===== src/rtl/apc_pkg.sv =====
package apc_pkg;
  localparam int CLS_W = 4;

  typedef enum logic [CLS_W-1:0] {
    OP_LOAD      = 4'd0,
    OP_STORE     = 4'd1,
    OP_DC_CCINV  = 4'd2,
    OP_DC_TOUCH  = 4'd3,
    OP_DC_TOUCHW = 4'd4,
    OP_DC_FLUSH  = 4'd5,
    OP_DC_STBLK  = 4'd6,
    OP_DC_READ   = 4'd7,
    OP_IC_BINV   = 4'd8,
    OP_IC_TOUCH  = 4'd9,
    OP_IC_CCINV  = 4'd10,
    OP_IC_READ   = 4'd11,
    OP_STR_ST    = 4'd12,
    OP_STR_LD    = 4'd13,
    OP_RSV14     = 4'd14,
    OP_RSV15     = 4'd15
  } op_class_e;

  // Per-class protection attributes
  typedef struct packed {
    logic speculative; // drop instead of fault
    logic no_lookup;   // non-specific address, no TLB consult
    logic is_string;   // zero count means no access
    logic wp_check;    // store-like: write permission matters
    logic zone_check;  // unprivileged: zone 00 matters in user mode
  } class_attr_t;

  typedef enum logic [1:0] {
    V_PROCEED = 2'd0,
    V_NOP     = 2'd1,
    V_DSI     = 2'd2,
    V_TLB     = 2'd3
  } verdict_e;
endpackage


===== src/rtl/apc_class_decode.sv =====
module apc_class_decode
  import apc_pkg::*;
(
  input  logic [CLS_W-1:0] cls,
  output class_attr_t      attr
);
  always_comb begin
    attr = '0;
    unique case (op_class_e'(cls))
      OP_LOAD:      attr.zone_check = 1'b1;
      OP_STORE:     begin attr.zone_check = 1'b1; attr.wp_check = 1'b1; end
      OP_DC_CCINV:  attr.wp_check = 1'b1;
      OP_DC_TOUCH,
      OP_DC_TOUCHW,
      OP_IC_TOUCH:  attr.speculative = 1'b1;
      OP_DC_FLUSH,
      OP_DC_STBLK,
      OP_IC_BINV:   attr.zone_check = 1'b1;
      OP_DC_READ,
      OP_IC_READ:   attr.no_lookup = 1'b1;
      OP_IC_CCINV:  attr = '0;
      OP_STR_ST:    begin attr.is_string = 1'b1; attr.wp_check = 1'b1; attr.zone_check = 1'b1; end
      OP_STR_LD:    begin attr.is_string = 1'b1; attr.zone_check = 1'b1; end
      default:      attr.zone_check = 1'b1;
    endcase
  end
endmodule


===== config.mk =====
export PLATFORM = sky130hd
export DESIGN_NAME = apc_class_decode
export DESIGN_NICKNAME = d
export VERILOG_FILES = /design/src/rtl/apc_pkg.sv /design/src/rtl/apc_class_decode.sv
export SDC_FILE = /design/constraint.sdc
export NUM_CORES = 1
export LEC_CHECK = 0
export ABC_CLOCK_PERIOD_IN_PS = 1100
export BUFFER_PORTS_ARGS = -buffer_cell sky130_fd_sc_hd__buf_4
export CAP_MARGIN = 20
export CORE_AREA = 2 2 39 41
export DETAILED_ROUTE_END_ITERATION = 6
export DIE_AREA = 0 0 41 43
export PLACE_DENSITY = 0.34
export SLEW_MARGIN = 30
export SYNTH_ARGS = -nofsm -noshare
export SYNTH_HDL_FRONTEND = slang
export SYNTH_SLANG_ARGS = --single-unit

===== constraint.sdc =====
create_clock -name vclk -period 1.1
set_clock_uncertainty 0.15 [all_clocks]
set_input_delay 0.055 -clock vclk [all_inputs]
set_output_delay 0.055 -clock vclk [all_outputs]
set_load 0.01 [all_outputs]

### Word-level counts from Yosys, hierarchy flattened

Cells that the tools add are included.

* reduce and logical (&&, ||, !) cells: 5
* equal/unequal tests: 10
* mux-type cells: 5

Operators with widths (count)
* == test 4 bit, second input constant: 5
* == test 4 x 2 -> 1 bit, second input constant: 2
* == test 4 x 3 -> 1 bit, second input constant: 2
* OR reduction 7 bit: 1
* OR reduction 3 bit: 2
* 2-to-1 mux 1 bit: 5
* == test 4 x 1 -> 1 bit, second input constant: 1
* OR reduction 2 bit: 2

* output and inout port bits: 5
* input bits: 4
* register bits after elaboration: 0
* word-level logic and storage cells: 20

### Longest topological paths before layout

Gate-level depths: netlist (run 1).

* word-level depth: 3
* gate-level depth with buffers: 3
* mapped depth without buffers: 3

### Worst setup path after synthesis (run 1)

OpenSTA, ideal clock, no wires.

* kind: input port to output port
* start: input cls[2]
* end: output attr[4] (netlist bit)
* path buffers: 0
* arrival time: 0.602 ns
* stages: 3
* required time: 0.895 ns
* setup slack: 0.293 ns
* cell sequence: nand2b_1 -> mux2_2 -> o21bai_2

RTL lines
* from (decl): line apc_class_decode.sv:4 `input logic [CLS_W-1:0] cls,`
* to (decl): line apc_class_decode.sv:5 `output class_attr_t attr`

==> flow_metrics.env, run 1 <==
export IMPL_post_drt_wl_per_cell_um=8.60
export IMPL_setup_viol=0
export IMPL_synth_cells=17
export IMPL_hold_path_class="in -> out"
export IMPL_dpl_cell_area_um2=194
export IMPL_finalCriticalPeriod_ns=1.04
export IMPL_synthesis_nets=21
export IMPL_powerDensity_nw_per_um2=371
export IMPL_yosysWarnings=0
export IMPL_drive_above_1_share=0.500
export IMPL_avgSynthCellArea_um2=6.26
export IMPL_grt_max_degree=8
export IMPL_finalHoldViolations=0
export IMPL_seq_cell_count=0
export IMPL_crit_end="attr[4]"
export IMPL_overflow=0
export IMPL_status="finished, final reports clean"
export IMPL_cts_setup_buffers=0
export IMPL_die_x_um=41
export IMPL_cp_max_fo=7
export IMPL_drcViolationCount=0
export IMPL_cp_arrival_ns=0.84
export IMPL_wirelength_um=361
export IMPL_critPathTopFamily="buffers and inverters"
export IMPL_slowest_delay_ns=0.26
export IMPL_crit_buf_inv=2
export IMPL_path_cells="buf_4 > nand2b_4 > mux2_2 > o21bai_2 > buf_4"
export IMPL_synth_cell_types=12
export IMPL_initial_core_util=0.0769
export IMPL_cp_startpoint="cls[2]"
export IMPL_core_area_um2=1380
export IMPL_power_switching_w=0.0000363
export IMPL_vias_per_cell=3.64
export IMPL_stdcell_area_um2=209
export IMPL_via_count=153
export IMPL_power_frac_seq=0
export IMPL_slowest_stage="mux2_2"
export IMPL_path_depth=5
export IMPL_final_common_cell="buf_4"
export IMPL_required_ns=0.89
export IMPL_drv_cap=0
export IMPL_finalCritPeriodShare=0.948
export IMPL_p_int_w=0.0000413
export IMPL_rsz0062_at_grt="false"
export IMPL_p_comb_frac=1.000
export IMPL_cts_hold_buf=0
export IMPL_finalWeightedCongestion=0.591
export IMPL_grt_pass1_vias=136
export IMPL_ir_worst_vdd_mv=0.0894
export IMPL_first_pass_iters=2
export IMPL_rows=14
export IMPL_regArea_um2=0
export IMPL_slew_limit_headroom=0.872
export IMPL_clkbuf_count=0
export IMPL_p_clk_frac=0
export IMPL_end_kind="output pin"
export IMPL_fin_setup_tns_ns=0
export IMPL_drt_iter0_markers=1
export IMPL_critical_path_startpoint_type="input port"
export IMPL_p_sw_frac=0.468
export IMPL_num_fill_cells=168
export IMPL_die_h_um=43
export IMPL_maxSlewViolCount=0
export IMPL_dpl_hpwl_um=278
export IMPL_crit_path_frequent_cell="buf_4"
export IMPL_crit_type="in -> out"
export IMPL_dieArea_um2=1760
export IMPL_ant_nets=0
export IMPL_synth_seq_area_share=0
export IMPL_area_growth_pct=96.5
export IMPL_portBuffers=9
export IMPL_fin_nets=32
export IMPL_ioPinCount=9
export IMPL_cellLeakagePower_nw=0.0952
export IMPL_antenna_found_initial=0
export IMPL_worst_pin_slew_ns=0.190
export IMPL_grt_pass1_wl_um=489
export IMPL_antenna_cells=0
export IMPL_mappedNetlistArea_um2=106
export IMPL_track_usage=0.0360
export IMPL_max_clock_freq_ghz=0.959
==> power by group through the flow <==
stage	combinational, W	sequential [W]	clock, W
floorplan	0.0000303	0	0
global placement	0.0000697	0	0
detailed placement	0.0000714	0	0
CTS	0.0000716	0	0
global route	0.0000850	0	0
finish	0.0000776	0	0
==> final cells by class <==
| type | count | area, µm² | area share |
|---|---|---|---|
| multi-input cells | 17 | 121 | 0.581 |
| repair buffers | 9 | 67.6 | 0.323 |
| well taps | 16 | 20.0 | 0.0958 |
==> cells by family (layout without fill, tap and decap cells) <==
group / count (synthesis) / count (layout) / synth area share
buffers and inverters: 0 / 9 / 0
AOI/OAI and AO/OA: 6 / 6 / 0.365
and+or+nand+nor: 9 / 9 / 0.423
muxes: 2 / 2 / 0.212
==> stage by stage <==
stage | setup slack (ns) | utilization | power, W | hold slack, ns | instances
2_1_floorplan | 0.293 | - | 0.0000303 | 0.00753 | 17
3_3_place_gp | 0.0602 | 0.140 | 0.0000697 | 0.261 | 42
5_1_grt | 0.00780 | 0.151 | 0.0000850 | 0.270 | 42
4_1_cts | 0.0373 | 0.140 | 0.0000716 | 0.264 | 42
6_report | 0.0575 | 0.151 | 0.0000776 | 0.259 | 42
3_5_place_dp | 0.0425 | 0.140 | 0.0000714 | 0.264 | 42
==> routing by layer <==
metal,part of all wire,global-route usage
met5,0,0
met4,0,0
met3,0.10,0
met2,0.48,0.0625
met1,0.42,0.0506
==> worst min-delay path, delay by kind of cell <==
kind | cells | cell delay [ns]
buffers and inverters | 2 | 0.25
and+or+nand+nor | 1 | 0.05
==> repair_timing <==
action                     CTS  global route
setup endpoints to repair    0             1
hold endpoints to repair     0             0
resized for setup            0             2
==> worst min path at each step <==
| stage | startpoint | end | slack [ns] | cells past startpoint |
|---|---|---|---|---|
| after floorplan | cls[1] | attr[2] | 0.008 | 1 |
| after global placement | cls[1] | attr[2] | 0.26 | 3 |
| after detailed placement | cls[1] | attr[2] | 0.26 | 3 |
| after CTS | cls[1] | attr[2] | 0.26 | 3 |
| after global routing | cls[1] | attr[2] | 0.27 | 3 |
| final | cls[1] | attr[2] | 0.26 | 3 |
==> cells in the mapped netlist, drive strengths merged <==
cell | number | area share
nor2 | 2 | 0.071
mux2 | 2 | 0.21
o31ai | 1 | 0.071
nor3 | 1 | 0.047
nand2b | 2 | 0.12
nand2 | 2 | 0.071
a21oi | 1 | 0.047
nor2b | 2 | 0.12
o21bai | 1 | 0.11
o21ai | 3 | 0.14
No activity file was read; power rests on OpenSTA's default activity.
==> run 2: changes to the inputs <==
--- a/config.mk
+++ b/config.mk
@@ -6,5 +6,6 @@
 export NUM_CORES = 1
 export LEC_CHECK = 0
-export ABC_CLOCK_PERIOD_IN_PS = 1100
+export ABC_AREA = 1
+export ABC_CLOCK_PERIOD_IN_PS = 1050
 export BUFFER_PORTS_ARGS = -buffer_cell sky130_fd_sc_hd__buf_4
 export CAP_MARGIN = 20
@@ -12,5 +13,5 @@
 export DETAILED_ROUTE_END_ITERATION = 6
 export DIE_AREA = 0 0 41 43
-export PLACE_DENSITY = 0.34
+export PLACE_DENSITY = 0.33
 export SLEW_MARGIN = 30
 export SYNTH_ARGS = -nofsm -noshare
==> constraint.sdc (replaced) <==
create_clock -name vclk -period 1.05
set_clock_uncertainty 0.15 [all_clocks]
set_input_delay 0.105 -clock vclk [all_inputs]
set_output_delay 0.105 -clock vclk [all_outputs]
set_load 0.01 [all_outputs]
==> flow_metrics.env, run 2 <==
export IMPL_post_drt_wl_per_cell_um=6.57
export IMPL_layout_common_cells="nand2_1, buf_4, nor2_1"
export IMPL_portBuffers=9
export IMPL_yosysWarnings=0
export IMPL_yosys_area_top_type="nand2_1"
export IMPL_avgSynthCellArea_um2=3.90
export IMPL_drcViolationCount=0
export IMPL_maxSlewViolCount=0
export IMPL_slew_limit_headroom=0.882
export IMPL_synthTopCellsByCount="nand2_1, nor2_1, inv_1"
export IMPL_stdcell_area_um2=191
export IMPL_finalCritPeriodShare=0.910
export IMPL_first_pass_iters=1
export IMPL_regArea_um2=0
export IMPL_crit_buf_inv=2
export IMPL_required_ns=0.79
export IMPL_worst_pin_slew_ns=0.176
export IMPL_synth_seq_area_share=0
export IMPL_cp_startpoint="cls[1]"
export IMPL_setup_viol=0
export IMPL_fin_nets=41
export IMPL_seq_cell_count=0
export IMPL_track_usage=0.0350
export IMPL_rsz0062_at_grt="false"
export IMPL_final_common_cell="nand2_1"
export IMPL_status="finished, final reports clean"
export IMPL_cts_hold_buf=0
export IMPL_max_clock_freq_ghz=1.05
export IMPL_powerDensity_nw_per_um2=384
export IMPL_die_h_um=43
export IMPL_drive_above_1_share=0.286
export IMPL_vias_per_cell=3.02
export IMPL_ioPinCount=9
export IMPL_yosysTopAreaCellShare=0.370
export IMPL_crit_type="in -> out"
export IMPL_critPathTopFamily="simple AND/OR/NAND/NOR gates"
export IMPL_grt_pass1_wl_um=476
export IMPL_clkbuf_count=0
export IMPL_placed_cells=51
export IMPL_grt_pass1_vias=134
export IMPL_path_cells="buf_4 > nor2_2 > nand2_1 > nand2_1 > nor2_1 > buf_4"
export IMPL_ant_nets=0
export IMPL_area_growth_pct=88.9
export IMPL_drt_iter0_markers=0
export IMPL_cellLeakagePower_nw=0.122
export IMPL_end_kind="output pin"
export IMPL_min_path_cells=3
export IMPL_via_count=154
export IMPL_dieArea_um2=1760
export IMPL_synth_cell_types=4
export IMPL_dpl_cell_area_um2=189
export IMPL_rows=14
export IMPL_hold_path_class="in -> out"
export IMPL_fin_cells=51
export IMPL_synthesis_nets=30
export IMPL_worstHoldStart="cls[1]"
export IMPL_cp_max_fo=5
export IMPL_fin_setup_tns_ns=0
export IMPL_min_to="attr[2]"
export IMPL_finalCriticalPeriod_ns=0.956
export IMPL_ir_worst_vdd_mv=0.0583
export IMPL_synth_cells=26
export IMPL_synth_area_top_cells="nand2_1, nor2_1, nand3_1"
export IMPL_slowest_stage="nor2_2"
export IMPL_cp_arrival_ns=0.70
export IMPL_wirelength_um=335
export IMPL_grt_max_degree=6
export IMPL_dpl_hpwl_um=299
export IMPL_critical_path_startpoint_type="input port"
export IMPL_mappedNetlistArea_um2=101
export IMPL_antenna_found_initial=0
export IMPL_finalWeightedCongestion=0.684
export IMPL_die_x_um=41
export IMPL_antenna_cells=0
export IMPL_core_area_um2=1380
export IMPL_finalHoldViolations=0
export IMPL_initial_core_util=0.0732
export IMPL_slowest_delay_ns=0.14
export IMPL_overflow=0
export IMPL_drv_cap=0
export IMPL_yosysMostFrequentCell="nand2_1"
-- run 2: cells by family (layout without fill, tap and decap cells) --
group / count (synthesis) / in the layout / share of synthesized area
simple gates: 22 / 22 / 0.852
buf+inv: 4 / 13 / 0.148
-- run 2: layout make-up --
| class | instances | area, µm² |
|---|---|---|
| well taps | 16 | 20.0 |
| repair buffers | 9 | 67.6 |
| fillers | 164 | 1190 |
| multi-input cells | 22 | 88.8 |
| inverters | 4 | 15.0 |
-- run 2: worst max-delay path by stage --
stage | end | cells past startpoint | slack, ns
finish | attr[0] | 6 | 0.09
global route | attr[0] | 6 | 0.04
CTS | attr[0] | 6 | 0.04
detailed placement | attr[0] | 6 | 0.04
global placement | attr[0] | 6 | 0.03
floorplan | attr[0] | 5 | 0.31
-- run 2: worst min-delay path: cells and delay by family --
| family | cells | cell delay [ns] |
|---|---|---|
| buffers and inverters | 2 | 0.24 |
| and+or+nand+nor | 1 | 0.05 |
-- run 2: timing repair --
| item | in CTS | in global routing |
|---|---|---|
| buffers inserted | 0 | 0 |
| gates resized for setup | 0 | 1 |
| endpoints found under the setup margin | 0 | 1 |
-- run 2: routing by layer --
metal  track usage  up-vias  share of wire
li1              -       96              -
met1        0.0538       54           0.52
met2        0.0563        4           0.44
met3             0        0          0.042
met4             0        0              0
met5             0        -              0
-- run 2: where the power goes --
group	internal (W)	switching, W	leakage [nW]	total [W]
clock	0	0	0	0
combinational	0.0000355	0.0000380	0.122	0.0000735
sequential	0	0	0	0
total	0.0000355	0.0000380	0.122	0.0000735
-- run 2: per-stage QoR --
step | hold WS (ns) | setup WS [ns] | total power, W | utilization
after CTS | 0.342 | 0.0410 | 0.0000736 | 0.137
after global routing | 0.360 | 0.0439 | 0.0000807 | 0.138
after global placement | 0.339 | 0.0318 | 0.0000736 | 0.137
final | 0.345 | 0.0940 | 0.0000735 | 0.138
after floorplan | 0.108 | 0.314 | 0.0000323 | -
after detailed placement | 0.342 | 0.0402 | 0.0000734 | 0.137
==> run 3: changes to the inputs <==
- CORE_AREA: 2 2 39 41 -> 5 5 42 44
- DIE_AREA: 0 0 41 43 -> 0 0 47 49
==> flow_metrics.env, run 3 (synthesized netlist as in run 2, its figures left out) <==
export IMPL_core_area_um2=1400
export IMPL_post_route_util=0.135
export IMPL_drv_cap=0
export IMPL_final_common_cell="nand2_1"
export IMPL_fin_setup_tns_ns=0
export IMPL_first_pass_iters=1
export IMPL_grt_pass1_vias=154
export IMPL_grt_max_degree=6
export IMPL_min_to="attr[2]"
export IMPL_portBuffers=9
export IMPL_ctsResizeCount=0
export IMPL_wl_met3_um=34
export IMPL_worstHoldStart="cls[1]"
export IMPL_cp_max_fo=5
export IMPL_max_clock_freq_ghz=1.02
export IMPL_vias_per_cell=3.20
export IMPL_die_x_um=47
export IMPL_overflow=0
export IMPL_end_kind="output pin"
export IMPL_cts_setup_buffers=0
export IMPL_clkbuf_count=0
export IMPL_fin_nets=41
export IMPL_track_usage=0.0330
export IMPL_regArea_um2=0
export IMPL_drive_above_1_share=0.257
export IMPL_finalCriticalPeriod_ns=0.979
export IMPL_initial_core_util=0.0723
export IMPL_critPathTopFamily="simple AND/OR/NAND/NOR gates"
export IMPL_hold_ws_ns=0.337
export IMPL_crit_buf_inv=2
export IMPL_dpl_hpwl_um=316
export IMPL_wl_met1_um=118
export IMPL_slowest_stage="nor2_1"
export IMPL_slew_limit_headroom=0.882
export IMPL_die_h_um=49
export IMPL_dr_wl_met2_um=183
export IMPL_cp_arrival_ns=0.72
export IMPL_wirelength_um=336
export IMPL_hold_path_class="in -> out"
export IMPL_antenna_found_initial=0
export IMPL_seq_cell_count=0
export IMPL_final_setup_worst_slack_ns=0.0705
export IMPL_rsz0062_at_grt="false"
export IMPL_critical_path_startpoint_type="input port"
export IMPL_status="finished, final reports clean"
export IMPL_ir_worst_vdd_mv=0.0461
export IMPL_drcViolationCount=0
export IMPL_ant_nets=0
export IMPL_routed_top_layer="met3"
export IMPL_pre_cts_ws_ns=0.0495
export IMPL_via_count=163
export IMPL_dieArea_um2=2300
export IMPL_layout_common_cells="nand2_1, nor2_1, buf_4"
export IMPL_drt_iter0_markers=0
export IMPL_cellLeakagePower_nw=0.122
export IMPL_slowest_delay_ns=0.17
export IMPL_grt_pass1_wl_um=634
export IMPL_ioPinCount=9
export IMPL_path_cells="buf_4 > nor2_1 > nand2_1 > nand2_1 > nor2_1 > buf_4"
export IMPL_maxSlewViolCount=0
export IMPL_worst_pin_slew_ns=0.176
export IMPL_required_ns=0.79
export IMPL_crit_type="in -> out"
export IMPL_area_growth_pct=86.4
export IMPL_rows=14
export IMPL_post_drt_wl_per_cell_um=6.59
export IMPL_antenna_cells=0
export IMPL_powerDensity_nw_per_um2=381
export IMPL_min_path_cells=3
export IMPL_setup_viol=0
export IMPL_p_total_w=0.0000720
export IMPL_cts_hold_buf=0
export IMPL_finalCritPeriodShare=0.933
export IMPL_finalHoldViolations=0
export IMPL_finalWeightedCongestion=0.629
-- run 3: cell count changes in the layout (fill, tap and decap cells not counted) --
cell	previous run	this run
nor2_1	8	9
nor2_2	1	0
-- run 3: layout make-up --
type	instances	area (µm²)
Fill cell	176	1210
Tap cell	16	20.0
Multi-Input combinational cell	22	86.3
Inverter	4	15.0
Timing Repair Buffer	9	67.6
-- run 3: where the power goes --
part,switching (W),internal (W)
Clock,0,0
Combinational,0.0000369,0.0000351
Sequential,0,0
Total,0.0000369,0.0000351
-- run 3: worst min-delay path, cell delays in order --
cell and delay [ns]:
buf_4 0.10, nor2_1 0.04, buf_4 0.13
-- run 3: metrics by stage --
step                      instance area, µm²  instances
after floorplan                          101         26
after global placement                   189         51
after detailed placement                 189         51
after CTS                                189         51
after global routing                     189         51
final                                    189         51
-- run 3: how the worst max path moves through the flow --
stage / endpoint / startpoint / cells after the start / slack (ns)
global route: attr[0] / cls[1] / 6 / 0.003
CTS: attr[0] / cls[1] / 6 / 0.05
finish: attr[0] / cls[1] / 6 / 0.07
detailed placement: attr[0] / cls[1] / 6 / 0.05
global placement: attr[0] / cls[1] / 6 / 0.06
floorplan: attr[0] / cls[0] / 5 / 0.31
-- run 3: metal layers --
metal,vias to the layer above,global-route usage
li1,96,-
met1,64,0.0391
met2,3,0.0611
met3,0,0.00738
met4,0,0
met5,-,0
